===== config.mk =====
export PLATFORM = sky130hd
export DESIGN_NAME = dual_alarm
export DESIGN_NICKNAME = d
export VERILOG_FILES = /design/src/rtl/alm_pkg.sv /design/src/rtl/alm_regs.sv /design/src/rtl/alm_match.sv /design/src/rtl/alm_flags.sv /design/src/rtl/alm_pulse.sv /design/src/rtl/dual_alarm.sv
export SDC_FILE = /design/constraint.sdc
export NUM_CORES = 1
export LEC_CHECK = 0
export ABC_AREA = 1
export BUFFER_PORTS_ARGS = -buffer_cell sky130_fd_sc_hd__buf_2
export CORE_ASPECT_RATIO = 0.5
export CORE_MARGIN = 1
export CORE_UTILIZATION = 50
export CTS_BUF_LIST = sky130_fd_sc_hd__clkbuf_4
export DETAILED_ROUTE_END_ITERATION = 6
export GPL_ROUTABILITY_DRIVEN = 0
export GPL_TIMING_DRIVEN = 0
export PLACE_DENSITY_LB_ADDON = 0.15
export SLEW_MARGIN = 30
export SYNTH_ARGS = -nofsm -noshare
export SYNTH_HDL_FRONTEND = slang
export SYNTH_SLANG_ARGS = --single-unit

===== constraint.sdc =====
create_clock -name clk -period 3.4 [get_ports clk]
set_clock_uncertainty 0.1 [all_clocks]
set_input_delay 0.34 -clock clk [delete_from_list [all_inputs] [get_ports clk]]
set_output_delay 0.34 -clock clk [all_outputs]
set_load 0.01 [all_outputs]

===== src/rtl/alm_pkg.sv =====
// Package: shared sizes, register addresses and the control word for the
// dual alarm unit. Assumes two alarms of six BCD field bytes each.
package alm_pkg;
    localparam int NUM_ALARMS   = 2;
    localparam int NUM_FIELDS   = 6;
    localparam int ADDR_W       = 5;
    localparam int FIELD_W      = 7;
    localparam int ALARM_STRIDE = 8;
    localparam int ADDR_CTL     = 16;
    localparam int ADDR_STAT    = 17;

    // Field order inside one alarm set; also the byte order in the map.
    typedef enum logic [2:0] {
        FLD_SEC   = 3'd0,
        FLD_MIN   = 3'd1,
        FLD_HOUR  = 3'd2,
        FLD_DATE  = 3'd3,
        FLD_MONTH = 3'd4,
        FLD_WDAY  = 3'd5
    } field_e;

    // Control word bit positions.
    localparam int CTL_EN_A   = 0;
    localparam int CTL_EN_B   = 1;
    localparam int CTL_PULSE  = 2;
    localparam int CTL_AUTOCL = 3;

    typedef struct packed {
        logic                  auto_clr;
        logic                  pulse_mode;
        logic [NUM_ALARMS-1:0] alm_en;
    } ctl_t;
endpackage


===== src/rtl/alm_regs.sv =====
// Module: alm_regs
// Holds the alarm field bytes and the control word, written through a
// plain address/data strobe. Also turns writes to the status address into
// a clear-request pulse with a per-alarm keep mask.
// Assumes: one write per cycle; writes to unmapped addresses are dropped.
module alm_regs
    import alm_pkg::*;
#(
    parameter int N_ALM = NUM_ALARMS,
    parameter int N_FLD = NUM_FIELDS,
    parameter int AW    = ADDR_W
) (
    input  logic                          clk,
    input  logic                          rst_n,
    input  logic                          we,
    input  logic [AW-1:0]                 addr,
    input  logic [7:0]                    wdata,
    output logic [N_ALM-1:0][N_FLD-1:0][7:0] cfg,
    output ctl_t                          ctl,
    output logic                          stat_wr,
    output logic [N_ALM-1:0]              stat_keep
);
    localparam logic [AW-1:0] A_CTL  = AW'(ADDR_CTL);
    localparam logic [AW-1:0] A_STAT = AW'(ADDR_STAT);

    for (genvar a = 0; a < N_ALM; a++) begin : g_alm
        for (genvar f = 0; f < N_FLD; f++) begin : g_fld
            localparam logic [AW-1:0] MY_ADDR = AW'(a * ALARM_STRIDE + f);
            // Date and month bytes start at 01h, the rest at 00h.
            localparam logic [7:0] RST_VAL =
                (f == int'(FLD_DATE) || f == int'(FLD_MONTH)) ? 8'h01 : 8'h00;

            // Purpose: capture a host write to this field byte.
            always_ff @(posedge clk) begin
                if (!rst_n)
                    cfg[a][f] <= RST_VAL;
                else if (we && addr == MY_ADDR)
                    cfg[a][f] <= wdata;
            end
        end
    end

    // Purpose: capture a host write to the control word.
    always_ff @(posedge clk) begin
        if (!rst_n)
            ctl <= '0;
        else if (we && addr == A_CTL) begin
            ctl.alm_en[0]  <= wdata[CTL_EN_A];
            ctl.alm_en[1]  <= wdata[CTL_EN_B];
            ctl.pulse_mode <= wdata[CTL_PULSE];
            ctl.auto_clr   <= wdata[CTL_AUTOCL];
        end
    end

    // Purpose: decode a status write into a clear request (combinational).
    always_comb begin
        stat_wr   = we && (addr == A_STAT);
        stat_keep = wdata[N_ALM-1:0];
    end
endmodule


===== src/rtl/alm_match.sv =====
// Module: alm_match
// Compares one alarm set against the current time. A field takes part only
// when bit 7 of its byte is set. A hit needs at least one field enabled,
// the master enable, and the qualified advance edge.
// Assumes: time fields are valid in the cycle of the advance edge.
module alm_match
    import alm_pkg::*;
#(
    parameter int N_FLD = NUM_FIELDS,
    parameter int FW    = FIELD_W
) (
    input  logic [N_FLD-1:0][7:0]    cfg,
    input  logic [N_FLD-1:0][FW-1:0] now,
    input  logic                     master_en,
    input  logic                     adv_rise,
    output logic                     hit
);
    logic [N_FLD-1:0] fld_on;
    logic [N_FLD-1:0] fld_ok;

    for (genvar f = 0; f < N_FLD; f++) begin : g_cmp
        // Purpose: per-field enable and equality test.
        always_comb begin
            fld_on[f] = cfg[f][7];
            fld_ok[f] = !cfg[f][7] || (cfg[f][FW-1:0] == now[f]);
        end
    end

    // Purpose: combine the field results into one qualified hit.
    always_comb begin
        hit = adv_rise && master_en && (|fld_on) && (&fld_ok);
    end
endmodule


===== src/rtl/alm_flags.sv =====
// Module: alm_flags
// One sticky status flag per alarm. A hit sets the flag and has priority
// over every clear. A status write with a 0 bit clears that flag. The read-done
// strobe clears all flags when auto-clear is on.
// Assumes: rd_done is a single-cycle strobe.
module alm_flags
    import alm_pkg::*;
#(
    parameter int N_ALM = NUM_ALARMS
) (
    input  logic             clk,
    input  logic             rst_n,
    input  logic [N_ALM-1:0] hit,
    input  logic             stat_wr,
    input  logic [N_ALM-1:0] stat_keep,
    input  logic             rd_done,
    input  logic             auto_clr,
    output logic [N_ALM-1:0] flags
);
    for (genvar a = 0; a < N_ALM; a++) begin : g_flag
        // Purpose: set on hit, else clear on status write 0 or auto-clear.
        always_ff @(posedge clk) begin
            if (!rst_n)
                flags[a] <= 1'b0;
            else if (hit[a])
                flags[a] <= 1'b1;
            else if (stat_wr && !stat_keep[a])
                flags[a] <= 1'b0;
            else if (rd_done && auto_clr)
                flags[a] <= 1'b0;
        end
    end
endmodule


===== src/rtl/alm_pulse.sv =====
// Module: alm_pulse
// Pulse timer for pulse mode. A trigger loads the full count (and restarts
// a running one). Each reference tick counts down by one. The pulse is
// active while the count is non-zero. Leaving pulse mode drops the count.
// Assumes: ref_tick is a single-cycle strobe slower than clk.
module alm_pulse #(
    parameter int TICKS = 250,
    localparam int CW   = $clog2(TICKS + 1)
) (
    input  logic          clk,
    input  logic          rst_n,
    input  logic          mode,
    input  logic          trig,
    input  logic          ref_tick,
    output logic [CW-1:0] cnt,
    output logic          active
);
    // Purpose: load, restart or count down the pulse length.
    always_ff @(posedge clk) begin
        if (!rst_n || !mode)
            cnt <= '0;
        else if (trig)
            cnt <= CW'(TICKS);
        else if (ref_tick && cnt != '0)
            cnt <= cnt - 1'b1;
    end

    // Purpose: pulse is active while the count is non-zero.
    always_comb active = (cnt != '0);
endmodule


===== src/rtl/dual_alarm.sv =====
// Module: dual_alarm (top)
// Two field-masked calendar alarms sharing one active-low interrupt.
// The rising edge of tick_adv qualifies a comparison, so one time value gives
// at most one trigger per alarm. The mode bit selects a level interrupt
// (low while any flag is set) or a timed pulse per match.
// Assumes: cur_* are stable BCD values whenever tick_adv rises.
module dual_alarm
    import alm_pkg::*;
#(
    parameter int PULSE_TICKS = 250,
    localparam int CW         = $clog2(PULSE_TICKS + 1)
) (
    input  logic                clk,
    input  logic                rst_n,
    input  logic [FIELD_W-1:0]  cur_sec,
    input  logic [FIELD_W-1:0]  cur_min,
    input  logic [FIELD_W-1:0]  cur_hour,
    input  logic [FIELD_W-1:0]  cur_date,
    input  logic [FIELD_W-1:0]  cur_month,
    input  logic [FIELD_W-1:0]  cur_wday,
    input  logic                tick_adv,
    input  logic                reg_we,
    input  logic [ADDR_W-1:0]   reg_addr,
    input  logic [7:0]          reg_wdata,
    input  logic                stat_rd_done,
    input  logic                ref_tick,
    output logic                flag_a,
    output logic                flag_b,
    output logic                irq_n
);
    logic [NUM_ALARMS-1:0][NUM_FIELDS-1:0][7:0] cfg;
    logic [NUM_FIELDS-1:0][FIELD_W-1:0]         now;
    ctl_t                                       ctl;
    logic                                       stat_wr;
    logic [NUM_ALARMS-1:0]                      stat_keep;
    logic [NUM_ALARMS-1:0]                      hit;
    logic [NUM_ALARMS-1:0]                      flags;
    logic                                       tick_q;
    logic                                       adv_rise;
    logic [CW-1:0]                              pulse_cnt;
    logic                                       pulse_on;

    // Purpose: gather the time fields in alarm byte order.
    always_comb begin
        now[FLD_SEC]   = cur_sec;
        now[FLD_MIN]   = cur_min;
        now[FLD_HOUR]  = cur_hour;
        now[FLD_DATE]  = cur_date;
        now[FLD_MONTH] = cur_month;
        now[FLD_WDAY]  = cur_wday;
    end

    // Purpose: remember the advance strobe for edge qualification.
    always_ff @(posedge clk) begin
        if (!rst_n)
            tick_q <= 1'b0;
        else
            tick_q <= tick_adv;
    end

    // Purpose: one-cycle advance edge.
    always_comb adv_rise = tick_adv && !tick_q;

    alm_regs #(
        .N_ALM (NUM_ALARMS),
        .N_FLD (NUM_FIELDS),
        .AW    (ADDR_W)
    ) u_regs (
        .clk       (clk),
        .rst_n     (rst_n),
        .we        (reg_we),
        .addr      (reg_addr),
        .wdata     (reg_wdata),
        .cfg       (cfg),
        .ctl       (ctl),
        .stat_wr   (stat_wr),
        .stat_keep (stat_keep)
    );

    for (genvar a = 0; a < NUM_ALARMS; a++) begin : g_match
        alm_match #(
            .N_FLD (NUM_FIELDS),
            .FW    (FIELD_W)
        ) u_match (
            .cfg       (cfg[a]),
            .now       (now),
            .master_en (ctl.alm_en[a]),
            .adv_rise  (adv_rise),
            .hit       (hit[a])
        );
    end

    alm_flags #(
        .N_ALM (NUM_ALARMS)
    ) u_flags (
        .clk       (clk),
        .rst_n     (rst_n),
        .hit       (hit),
        .stat_wr   (stat_wr),
        .stat_keep (stat_keep),
        .rd_done   (stat_rd_done),
        .auto_clr  (ctl.auto_clr),
        .flags     (flags)
    );

    alm_pulse #(
        .TICKS (PULSE_TICKS)
    ) u_pulse (
        .clk      (clk),
        .rst_n    (rst_n),
        .mode     (ctl.pulse_mode),
        .trig     (|hit),
        .ref_tick (ref_tick),
        .cnt      (pulse_cnt),
        .active   (pulse_on)
    );

    // Purpose: drive the flags and pick the interrupt source by mode.
    always_comb begin
        flag_a = flags[0];
        flag_b = flags[1];
        irq_n  = ctl.pulse_mode ? !pulse_on : !(|flags);
    end
endmodule


==> impl_metrics.env <==
export IMPL_synth_cells=832
export IMPL_critical_path_startpoint_type="register"
export IMPL_core_area_um2=10400
export IMPL_root_buffer="clkbuf_4"
export IMPL_setup_tns_ns=0
export IMPL_max_freq_mhz=460
export IMPL_r2r_end="u_pulse.cnt[0]"
export IMPL_cp_top_family="buffers and inverters"
export IMPL_synthXorXnorAreaFrac_pct=8.74
export IMPL_clkLatencyLatePin_ns=0.47
export IMPL_routed_via_count=5309
export IMPL_cp_depth=9
export IMPL_syn2layout_area_growth_pct=11.7
export IMPL_grt_pass1_wl_um=23700
export IMPL_grt_pass1_vias=4791
export IMPL_synth_commonest_cells="nand2_1, inv_1, nor2_1, dfxtp_1, o21ai_0"
export IMPL_drtIter0Drc=375
export IMPL_max_stage_delay_ns=0.33
export IMPL_clk_pin_slew_ns=0.16
export IMPL_nFillCells=1042
export IMPL_synth_top_family_by_area="simple AND/OR/NAND/NOR gates"
export IMPL_synth_simple_area_share_pct=25.0
export IMPL_syn_nets=894
export IMPL_synth_compound_area_share_pct=15.3
export IMPL_cp_startpoint="u_pulse.cnt[0]"
export IMPL_synth_adder_area_share_pct=0.227
export IMPL_gr_usage_all_layers_pct=27.1
export IMPL_power_frac_comb_pct=10.8
export IMPL_p_seq_share_pct=57.5
export IMPL_final_setup_viol_count=0
export IMPL_p_clk_share_pct=31.6
export IMPL_synth_top_area_cell="dfxtp_1"
export IMPL_vdd_drop_max_uv=182
export IMPL_powerDensity_nw_per_um2=374
export IMPL_synth_area_per_cell_um2=6.62
export IMPL_post_route_util_pct=58.9
export IMPL_grt_overflow_total=0
export IMPL_max_slew_margin_rel_pct=49.2
export IMPL_ys_seq_elements=111
export IMPL_grt_start_max_net_pins=17
export IMPL_dp_slack_ns=1.03
export IMPL_period_share_pct=63.9
export IMPL_antenna_found_initial=0
export IMPL_numCtsBuffers=9
export IMPL_final_nets=968
export IMPL_yosysWarnings=0
export IMPL_fp_row_count=26
export IMPL_place_hpwl_um=10600
export IMPL_crit_required_ns=2.96
export IMPL_hp_class="in2reg"
export IMPL_leakagePower_nw=2.82
export IMPL_diodes=0
export IMPL_cts_resized=0
export IMPL_wl_per_cell_um=13.8
export IMPL_slew_viol_final=0
export IMPL_fin_cells=1050
export IMPL_intPower_mw=1.71
export IMPL_swShare_pct=26.0
export IMPL_clock_sinks=111
export IMPL_io_pins=64
export IMPL_synth_top_cells_by_area="dfxtp_1, nand2_1, inv_1, o21ai_0, nor2_1"
export IMPL_cts_max_level=3
export IMPL_fin_crit_ns=2.17
export IMPL_crit_slowest_cell="dfxtp_1"
export IMPL_critPathArrivalTime_ns=1.73
export IMPL_drv_cap=0
export IMPL_route_detailed_drc=0
export IMPL_p_sw_uw=598
export IMPL_synth_most_common_cell="nand2_1"
export IMPL_start_util_pct=52.8
export IMPL_port_buffers=62
export IMPL_synthArstFlopShare_pct=0
export IMPL_synth_seq_area_share_pct=40.3
export IMPL_cp_endpoint="irq_n"
export IMPL_path_cells="inv_1 -> ha_1 -> nand2_1 -> inv_1 -> nand2_1 -> inv_1 -> nand2_1 -> o31ai_1 -> buf_2"
export IMPL_setup_ws_ns=1.23
export IMPL_cts_tree="built"
export IMPL_dp_cells=1034
export IMPL_synth_edf_count=0
export IMPL_layout_drive_gt1_share_pct=8.90
export IMPL_fp_dieW_um=150
export IMPL_drt_total_wl_um=14500
export IMPL_synthDistinctLibCells=19
export IMPL_yosys_most_used_dff="dfxtp_1"
export IMPL_r2r_slack_ns=1.47
export IMPL_dieArea_um2=11500
export IMPL_max_slew_worst_pin_slew_ns=0.756
export IMPL_reg2regPathDepth=11
export IMPL_cts_buffer_depth=2
export IMPL_routed_via_density=5.06
export IMPL_endpoint_kind="primary output"
export IMPL_rsz0062_at_grt="false"
export IMPL_synthMuxAreaShare_pct=0
export IMPL_outcome="finished clean"
export IMPL_hold_viol=0
export IMPL_worstSetupPathType="reg2out"
export IMPL_first_pass_iters=5
export IMPL_antenna_left=0
export IMPL_netlist_area_um2=5510
export IMPL_fp_dieH_um=76.2
export IMPL_r2r_start="u_regs.cfg[73]"
export IMPL_cp_num_buf_inv=4
export IMPL_critPathMaxFanout=5
export IMPL_synth_top_area_share_pct=40.3
## cells in the final DEF (no fill, tap or decap), drive strengths merged
| master | count |
|---|---|
| dlygate4sd3 | 1 |
| xor2 | 18 |
| inv | 127 |
| ha | 1 |
| nand3 | 29 |
| nor3 | 1 |
| clkbuf | 32 |
| dfxtp | 111 |
| buf | 65 |
| o21ai | 91 |
| o31ai | 1 |
| nand4 | 7 |
| a21oi | 71 |
| xnor2 | 37 |
| nor2 | 116 |
| nor4 | 1 |
| clkinv | 3 |
| o21bai | 1 |
| bufinv | 2 |
| o211ai | 2 |
| nand2 | 193 |
## worst reg2reg max path: stages (launching register included)
cell,delay [ns]
dfxtp_1,0.38
inv_1,0.05
nand2_1,0.05
nand2_1,0.04
nor2_1,0.09
nand2_1,0.07
o21ai_0,0.36
nand2_1,0.10
nor2_1,0.10
nand2_1,0.24
nand3_1,0.20
nor2_1,0.05
## how the worst min path moves through the flow
stage,depth (start not counted),slack (ns),start,to
floorplan,2,0.32,u_regs.ctl[3],u_regs.ctl[3]
global placement,2,0.33,u_regs.ctl[0],u_regs.ctl[0]
detailed placement,2,0.34,u_regs.ctl[1],u_regs.ctl[1]
CTS,4,0.06,stat_rd_done,u_flags.flags[0]
global route,4,0.07,stat_rd_done,u_flags.flags[0]
finish,4,0.07,stat_rd_done,u_flags.flags[0]
## logic make-up (layout without fill, tap and decap cells)
| family | Yosys count | in the layout |
|---|---|---|
| adders and majority gates | 1 | 1 |
| AOI/OAI and AO/OA | 166 | 166 |
| and+or+nand+nor | 347 | 347 |
| buffers and inverters | 152 | 230 |
| xor gates and xnor gates | 55 | 55 |
| DFF | 111 | 111 |
## area by class of cell
cell class              count  area (um2)  share of cell area [%]
multi-input cells         569        2710                    44.1
flip-flops and latches    111        2220                    36.1
inverters                 127         477                    7.75
repair buffers             63         320                    5.21
well taps                 140         175                    2.85
plain buffers              25        97.6                    1.59
clock buffers              10        75.1                    1.22
clock inverters             5        73.8                    1.20
## state kept, by name, summed over array words and instances, names as in the netlist
register       cells
tick_q             1
u_regs.ctl         4
u_pulse.cnt        8
u_regs.cfg        96
u_flags.flags      2
## timing repair
item / CTS / global route
hold buffers: 1 / 0
hold endpoints to repair: 1 / 0
buffers inserted: 0 / 0
## routing by layer
layer | track usage [%] | vias up | part of all wire, %
met5 | 0 | - | 0
met4 | 4.95 | 0 | 0.92
met3 | 6.05 | 15 | 7.6
met2 | 40.4 | 156 | 42
met1 | 39.8 | 2417 | 50
li1 | - | 2721 | -
## through the flow
step / power [mW] / hold slack (ns) / area [um2]
2_1_floorplan: 1.49 / 0.324 / 5510
3_3_place_gp: 1.59 / 0.333 / 5990
3_5_place_dp: 1.60 / 0.343 / 5990
4_1_cts: 2.31 / 0.0607 / 6150
5_1_grt: 2.40 / 0.0703 / 6150
6_report: 2.30 / 0.0697 / 6150
## power groups by stage
stage	Sequential (mW)	Combinational, mW	Clock [mW]
detailed placement	1.35	0.244	0
global placement	1.35	0.240	0
floorplan	1.35	0.136	0
global route	1.33	0.279	0.791
finish	1.33	0.249	0.729
CTS	1.33	0.245	0.737
No activity file was read; power rests on OpenSTA's default activity.
